--- config.mk ---
export PLATFORM = sky130hd
export DESIGN_NAME = addr_latch_demux
export DESIGN_NICKNAME = d
export VERILOG_FILES = /design/src/rtl/alx_pkg.sv /design/src/rtl/alx_mode_dec.sv /design/src/rtl/alx_onehot.sv /design/src/rtl/alx_store.sv /design/src/rtl/alx_outsel.sv /design/src/rtl/addr_latch_demux.sv
export SDC_FILE = /design/constraint.sdc
export NUM_CORES = 1
export LEC_CHECK = 0
export CAP_MARGIN = 10
export CORE_MARGIN = 8
export CORE_UTILIZATION = 30
export CTS_BUF_LIST = sky130_fd_sc_hd__clkbuf_2
export CTS_CLUSTER_SIZE = 24
export DETAILED_ROUTE_END_ITERATION = 7
export PLACE_DENSITY = 0.56
export SYNTH_ARGS = -nofsm -noshare
export SYNTH_HDL_FRONTEND = slang
export SYNTH_SLANG_ARGS = --single-unit
--- constraint.sdc ---
create_clock -name clk -period 1.6 [get_ports clk]
set_input_delay 0.32 -clock clk [delete_from_list [all_inputs] [get_ports clk]]
set_output_delay 0.32 -clock clk [all_outputs]
set_load 0.02 [all_outputs]
--- src/rtl/alx_pkg.sv ---
package alx_pkg;

    typedef enum logic [1:0] {
        MODE_WRITE = 2'd0,
        MODE_KEEP  = 2'd1,
        MODE_ROUTE = 2'd2,
        MODE_WIPE  = 2'd3
    } alx_mode_e;

endpackage

--- src/rtl/alx_mode_dec.sv ---
module alx_mode_dec
    import alx_pkg::*;
(
    input  logic      wr_en_n,
    input  logic      wipe_n,
    output alx_mode_e mode
);

    always_comb begin
        unique case ({wr_en_n, wipe_n})
            2'b01:   mode = MODE_WRITE;
            2'b11:   mode = MODE_KEEP;
            2'b00:   mode = MODE_ROUTE;
            default: mode = MODE_WIPE;
        endcase
    end

endmodule

--- src/rtl/alx_onehot.sv ---
module alx_onehot #(
    parameter int AW = 3,
    localparam int N = 1 << AW
) (
    input  logic [AW-1:0] sel,
    output logic [N-1:0]  hot
);

    for (genvar i = 0; i < N; i++) begin : g_dec
        assign hot[i] = (sel == AW'(i));
    end

endmodule

--- src/rtl/alx_store.sv ---
module alx_store
    import alx_pkg::*;
#(
    parameter int AW = 3,
    localparam int N = 1 << AW
) (
    input  logic      clk,
    input  logic      por_n,
    input  alx_mode_e mode,
    input  logic [N-1:0] hot,
    input  logic      din,
    output logic [N-1:0] word
);

    for (genvar i = 0; i < N; i++) begin : g_bit
        logic nxt;

        always_comb begin
            unique case (mode)
                MODE_WRITE: nxt = hot[i] ? din : word[i];
                MODE_WIPE:  nxt = 1'b0;
                MODE_KEEP,
                MODE_ROUTE: nxt = word[i];
                default:    nxt = word[i];
            endcase
        end

        always_ff @(posedge clk or negedge por_n) begin
            if (!por_n) begin
                word[i] <= 1'b0;
            end else begin
                word[i] <= nxt;
            end
        end
    end

endmodule

--- src/rtl/alx_outsel.sv ---
module alx_outsel
    import alx_pkg::*;
#(
    parameter int AW = 3,
    localparam int N = 1 << AW
) (
    input  alx_mode_e    mode,
    input  logic [N-1:0] word,
    input  logic [N-1:0] hot,
    input  logic         din,
    output logic [N-1:0] q
);

    for (genvar i = 0; i < N; i++) begin : g_out
        always_comb begin
            unique case (mode)
                MODE_WRITE,
                MODE_KEEP:  q[i] = word[i];
                MODE_ROUTE: q[i] = hot[i] & din;
                MODE_WIPE:  q[i] = 1'b0;
                default:    q[i] = 1'b0;
            endcase
        end
    end

endmodule

--- src/rtl/addr_latch_demux.sv ---
module addr_latch_demux #(
    parameter int AW = 3,
    localparam int N = 1 << AW
) (
    input  logic          clk,
    input  logic          por_n,
    input  logic          wr_en_n,
    input  logic          wipe_n,
    input  logic [AW-1:0] sel,
    input  logic          din,
    output logic [N-1:0]  q
);

    alx_pkg::alx_mode_e mode;
    logic [N-1:0]       hot;
    logic [N-1:0]       word;

    alx_mode_dec u_mode (
        .wr_en_n (wr_en_n),
        .wipe_n  (wipe_n),
        .mode    (mode)
    );

    alx_onehot #(.AW(AW)) u_dec (
        .sel (sel),
        .hot (hot)
    );

    alx_store #(.AW(AW)) u_store (
        .clk   (clk),
        .por_n (por_n),
        .mode  (mode),
        .hot   (hot),
        .din   (din),
        .word  (word)
    );

    alx_outsel #(.AW(AW)) u_out (
        .mode (mode),
        .word (word),
        .hot  (hot),
        .din  (din),
        .q    (q)
    );

endmodule

==> results.md, run 1 <==
- Max Fclk: 647 MHz
- Mapped cell area: 614 µm²
- TritonCTS Buffers: 3
- Remaining routing DRC violations: 0
- Pins Over Slew Limit: 0
- Number of hold buffers added after CTS: 0
- Switching Fraction: 0.332
- VDD IR-drop max: 408 µV
- Max reg flops: 8
- Vias: 583
- DR WL/cell: 13.6 µm
- Clock Tree Root: clkbuf_2
- FF+latch count, synth: 8
- Relative slew slack: 0.735
- Die ar.: 3750 µm²
- Routed WL: 1.61 mm
- Largest net degree at the start of global routing: 10
- Global route overflow: 0
- Post-synth top area cell: dfrtp_1
- Reg with most FFs: u_store.word
- CP endpoint kind: output port
- CP Class: in2out
- Reg power frac: 0.384
- Max-cap violations: 0
- TritonCTS clock tree: yes
- Final HPWL DP: 1.20 mm
- Worst EP required: 1.28 ns
- Clk sinks: 8
- Clk slew on worst S/H paths: 0.07 ns
- Status: completed
- Synthesized area per cell: 10.2 µm²
- Seq/Total Area, Yosys: 0.326
- ANT cells: 0
- Multi-input logic area: 424 µm²
- Largest registers: u_store.word: 8 flops
- Clock Power Share: 0.164
- Flop-to-flop setup slack: 0.80 ns
- Unrepaired setup endpoints after global routing: false
- Final setup fails: 0
- Crit share post-route: 0.966
- GPL Wtd Cong: 0.753
- Global-route wire length before repair: 2.77 mm
- Reg2reg end: u_store.word[5]$_DFFE_PN0P_
- Gate power share: 0.452
- Setup TNS: 0 ns
- Starting Density: 0.316
- Clock Latency Late Sink: 0.23 ns
- Synth top area cells: dfrtp_1 33%, mux2_1 15%, a41o_1 6.5%, ha_1 6.1%, nor3b_1 4.9%
- Internal: 459 µW
- # IOs: 16
- Vias per std cell: 4.94
- H-Tree Depth: 1
- Drt first pass iters: 3
- PD cells: 727 nW/µm²
- Synth-to-Final Area Change: 54.0%
- Fraction of layout cells with a size suffix above 1: 0.462
- YS warnings: 0
- CP max FO: 7
- Clock buffer depth: 2
- Initial antenna violation count: 0
- Antenna Nets Post-Route: 0
- Global Route Usage Sum: 0.0997
- Tmin final: 1.55 ns
- DIE WIDTH: 61.3 µm
- Synth unique cells: 22
- Final Hold Vio Count: 0
- Worst min path class: in2async
- R2R depth: 1
- Pleak: 0.000452 µW
- CP startpoint kind: primary input
- Mapped Cells: 60
- Fillers: 207
- Commonest cells after routing, fill and taps aside: 20 x buf_4, 8 x mux2_1, 8 x dfrtp_1
- DIE HEIGHT: 61.3 µm
- Core ar.: 1940 µm²
- Switch Pwr: 228 µW
- Rows: 16
- Layout Utilization: 0.487
- Commonest non-fill, non-tap cell in the layout: buf_4
- Top cell type's share of synthesized area: 0.326
- Number of port buffers: 15
- Worst Tran Pin Value: 0.397 ns
- Initial DRC Count: 8
- Vias in the first global route: 623
- Syn nets: 71
- Sequential cell area: 200 µm²
- Nets: 104
- Reg2reg start: u_store.word[5]$_DFFE_PN0P_
- Crit path DAT: 1.23 ns
- Clk_skew: 0 ns
[layer usage]
layer / vias to the layer above / wire length [µm] / track usage
met4: 0 / 18 / 0.0664
met2: 8 / 839 / 0.167
met5: - / 0 / 0
li1: 287 / - / -
met3: 2 / 50 / 0.0251
met1: 286 / 699 / 0.108
[kinds of logic (layout without fill, tap and decap cells)]
| logic type | count (synthesis) | in the layout | share of synthesized area |
|---|---|---|---|
| multiplexers | 9 | 9 | 0.163 |
| buffers and inverters | 6 | 37 | 0.0631 |
| adder cells (fa/ha/maj) | 3 | 3 | 0.0611 |
| AO/OA/AOI/OAI | 15 | 15 | 0.169 |
| flip-flops | 8 | 8 | 0.326 |
| AND/OR/NAND/NOR | 19 | 19 | 0.218 |
[power groups by stage]
stage / combinational (µW) / clock (µW) / sequential (µW)
after floorplan: 172 / 0 / 256
after global placement: 291 / 0 / 267
after detailed placement: 292 / 0 / 267
after CTS: 300 / 122 / 264
after global routing: 338 / 136 / 270
final: 311 / 113 / 264
[how the worst max path moves through the flow]
stage | from | to | slack [ns] | cells past startpoint
6_report | wr_en_n | q[6] | 0.05 | 7
5_1_grt | sel[1] | q[4] | 0.007 | 5
4_1_cts | wr_en_n | q[5] | 0.003 | 6
3_5_place_dp | wipe_n | q[7] | -0.93 | 6
3_3_place_gp | wipe_n | q[7] | -0.86 | 6
2_1_floorplan | wr_en_n | u_store.word[7]$_DFFE_PN0P_ | 0.04 | 6
[metrics by stage]
stage / power (µW) / cell area (µm²) / hold slack (ns) / worst slack [ns] / instances
finish: 687 / 946 / 0.354 / 0.0541 / 118
global route: 743 / 946 / 0.368 / 0.00652 / 118
CTS: 686 / 925 / 0.347 / 0.00295 / 117
detailed placement: 559 / 865 / 0.492 / -0.930 / 111
global placement: 559 / 865 / 0.487 / -0.865 / 111
floorplan: 428 / 614 / 0.0244 / 0.0352 / 60
[repair_timing]
| item | 4_1_cts | 5_1_grt |
|---|---|---|
| pin swaps | 3 | 2 |
| setup endpoints to repair | 16 | 7 |
| gates resized for setup | 69 | 8 |
| buffers inserted | 4 | 1 |
[worst max-delay path, stage by stage]
cell and delay, ns:
buf_2 0.11, inv_2 0.08, ha_4 0.20, buf_6 0.13, nor3b_2 0.04, a41o_1 0.21
buf_6 0.13
[synthesized netlist by cell type]
cell	instances
a21oi_1	3
nor3b_1	4
nor2b_2	2
and2b_4	1
nor2b_4	1
o21ai_0	3
buf_6	1
nand2b_1	4
nor2b_1	2
dfrtp_1	8
a31oi_1	4
nor2_1	1
nand3_1	3
inv_1	2
buf_2	1
mux2_1	8
mux2i_1	1
a41o_1	4
buf_4	2
a41oi_1	1
nand4_1	1
ha_1	3
[final cells by class]
cell class,count,share of cell area
Clock buffer,3,0.0159
Timing Repair Buffer,32,0.278
Sequential cell,8,0.212
Inverter,2,0.0106
Tap cell,27,0.0357
Multi-Input combinational cell,46,0.448
(Power assumes the default switching activity.)
==> run 2, diff against run 1 <==
--- a/config.mk
+++ b/config.mk
@@ -6,12 +6,12 @@
 export NUM_CORES = 1
 export LEC_CHECK = 0
 export CAP_MARGIN = 10
-export CORE_MARGIN = 8
 export CORE_UTILIZATION = 30
 export CTS_BUF_LIST = sky130_fd_sc_hd__clkbuf_2
 export CTS_CLUSTER_SIZE = 24
 export DETAILED_ROUTE_END_ITERATION = 7
-export PLACE_DENSITY = 0.56
+export DONT_BUFFER_PORTS = 1
+export PLACE_DENSITY = 0.46
 export SYNTH_ARGS = -nofsm -noshare
 export SYNTH_HDL_FRONTEND = slang
 export SYNTH_SLANG_ARGS = --single-unit
==> results.md, run 2 (synthesized netlist as in run 1, its figures left out) <==
- Status: completed (unchanged)
- DIE WIDTH: 47.3 µm (was 61.3 µm)
- GPL Wtd Cong: 0.703 (was 0.753)
- Critical path's slowest cell: ha_2 (was a41o_1)
- Worst min path class: in2reg (was in2async)
- Clock buffer depth: 2 (unchanged)
- Clock Latency Late Sink: 0.22 ns (was 0.23 ns)
- Gate power share: 0.363 (was 0.452)
- Hold depth: 2
- Worst EP required: 1.28 ns (about the same)
- CP startpoint kind: primary input (unchanged)
- Number of port buffers: 0 (was 15)
- Vias: 468 (was 583)
- Reg with most FFs: u_store.word (unchanged)
- DP Area: 654 µm² (was 865 µm²)
- VDD IR-drop max: 261 µV (was 408 µV)
- R2R depth: 1 (unchanged)
- Rows: 16 (unchanged)
- Final Hold Vio Count: 0 (unchanged)
- Post-CTS setup repair buffer count: 0 (was 4)
- Clock Power Share: 0.189 (was 0.164)
- Tmin final: 1.44 ns (was 1.55 ns)
- Max-cap violations: 0 (unchanged)
- CP endpoint kind: output port (unchanged)
- Nets: 78 (was 104)
- Pins Over Slew Limit: 0 (unchanged)
- Max reg flops: 8 (unchanged)
- Global Route Usage Sum: 0.129 (was 0.0997)
- Die ar.: 2230 µm² (was 3750 µm²)
- Worst Tran Pin Value: 0.405 ns (was 0.397 ns)
- Inst Count DP: 88 (was 111)
- Clk_skew: 0 ns (unchanged)
- Worst path cell trace: inv_1, ha_2, nor3b_1, a41o_1 (was buf_2, inv_2, ha_4, buf_6, nor3b_2, a41o_1, buf_6)
- Final HPWL DP: 991 µm (was 1.20 mm)
- Starting Density: 0.316 (unchanged)
- Clk sinks: 8 (unchanged)
- Largest net degree at the start of global routing: 16 (was 10)
- Pleak: 0.000310 µW (was 0.000452 µW)
- Relative slew slack: 0.729 (was 0.735)
- # IOs: 16 (unchanged)
- ANT cells: 0 (unchanged)
- TritonCTS Buffers: 3 (unchanged)
- Synth-to-Final Area Change: 11.0% (was 54.0%)
- Switching Fraction: 0.329 (was 0.332)
- H-Tree Depth: 1 (unchanged)
- DR WL/cell: 13.4 µm (was 13.6 µm)
- Largest registers: u_store.word: 8 flops (unchanged)
- Final setup fails: 0 (unchanged)
- Vias in the first global route: 419 (was 623)
- Largest stage delay, worst path: 0.27 ns (was 0.21 ns)
- Clk slew on worst S/H paths: 0.07 ns (about the same)
- Fraction of layout cells with a size suffix above 1: 0.200 (was 0.462)
- Global-route wire length before repair: 1.96 mm (was 2.77 mm)
- PD cells: 854 nW/µm² (was 727 nW/µm²)
- Switch Pwr: 192 µW (was 228 µW)
- Crit share post-route: 0.903 (was 0.966)
- Clock Tree Root: clkbuf_2 (unchanged)
- Initial DRC Count: 9 (was 8)
- Reg power frac: 0.448 (was 0.384)
- Core ar.: 1940 µm² (unchanged)
- Antenna Nets Post-Route: 0 (unchanged)
- CP max FO: 15 (was 7)
- Design Power: 583 µW (was 687 µW)
- Finished Layout Cells: 92 (was 118)
- TritonCTS clock tree: yes (unchanged)
- Commonest cells after routing, fill and taps aside: 8 x mux2_1, 8 x dfrtp_1, 5 x buf_4 (was 20 x buf_4, 8 x mux2_1, 8 x dfrtp_1)
- Initial antenna violation count: 0 (unchanged)
- CP Class: in2out (unchanged)
- Remaining routing DRC violations: 0 (unchanged)
- Drt first pass iters: 4 (was 3)
- DIE HEIGHT: 47.3 µm (was 61.3 µm)
- Crit path DAT: 1.12 ns (was 1.23 ns)
- Setup TNS: 0 ns (unchanged)
- Final Cell Area: 682 µm² (was 946 µm²)
- Max Fclk: 693 MHz (was 647 MHz)
- Unrepaired setup endpoints after global routing: false (unchanged)
- Global route overflow: 0 (unchanged)
- Routed WL: 1.23 mm (was 1.61 mm)
- Worst hold slack: 0.384 ns (was 0.354 ns)
- Vias per std cell: 5.09 (was 4.94)
- Internal: 391 µW (was 459 µW)
## run 2: cell types whose count changed in the layout (fill, tap and decap cells not counted), moves of 2 or more
cell           previous run  this run
buf_2                     2         0
buf_4                    20         5
buf_6                     5         0
dlygate4sd2_1             3         0
ha_4                      2         0
inv_1                     0         2
nor3b_1                   1         4
nor3b_2                   2         0
o21ai_0                   0         3
o21ai_1                   3         0
## run 2: path summary, 6_finish.rpt
kind	startpoint	to	slack, ns
hold reg to reg	u_store.word[3]$_DFFE_PN0P_	u_store.word[3]$_DFFE_PN0P_	0.49
setup reg to reg	u_store.word[0]$_DFFE_PN0P_	u_store.word[0]$_DFFE_PN0P_	0.79
setup / recovery	wr_en_n	q[6]	0.16
hold / removal	sel[0]	u_store.word[3]$_DFFE_PN0P_	0.38
max in group asynchronous	por_n	u_store.word[6]$_DFFE_PN0P_	0.92
min in group asynchronous	por_n	u_store.word[4]$_DFFE_PN0P_	0.43
## run 2: power by group through the flow
| stage | combinational (µW) | clock, µW | sequential [µW] |
|---|---|---|---|
| 2_1_floorplan | 172 | 0 | 256 |
| 3_3_place_gp | 207 | 0 | 265 |
| 3_5_place_dp | 206 | 0 | 264 |
| 4_1_cts | 213 | 116 | 261 |
| 5_1_grt | 232 | 126 | 266 |
| 6_report | 211 | 110 | 261 |
## run 2: timing repair
action,CTS,global route
endpoints found under the hold margin,8,0
setup endpoints to repair,0,8
gates resized for setup,0,1
hold buffers,1,0
## run 2: metrics by stage
stage	worst slack, ns	util
2_1_floorplan	0.0352	-
3_3_place_gp	0.0432	0.337
3_5_place_dp	0.0260	0.337
4_1_cts	0.0283	0.350
5_1_grt	0.0779	0.351
6_report	0.156	0.351
## run 2: cell type report
type,count,area [µm²]
clock buffer,3,15.0
fill,211,1260
inverter,2,7.51
multi-input combinational,46,378
sequential,8,200
tap,27,33.8
timing repair buffer,6,47.5
## run 2: worst max-delay path: cells and delay by family
kind / cells / cell delay, ns
compound gates: 1 / 0.25
fa+ha+maj: 1 / 0.27
buf+inv: 1 / 0.04
simple gates: 1 / 0.24
## run 2: per-layer routing
metal	wire, µm	vias up	part of all wire	global-route usage
li1	-	233	-	-
met3	73	0	0.059	0.0231
met1	516	224	0.42	0.179
met4	0	0	0	0.0514
met2	640	11	0.52	0.197
met5	0	-	0	0
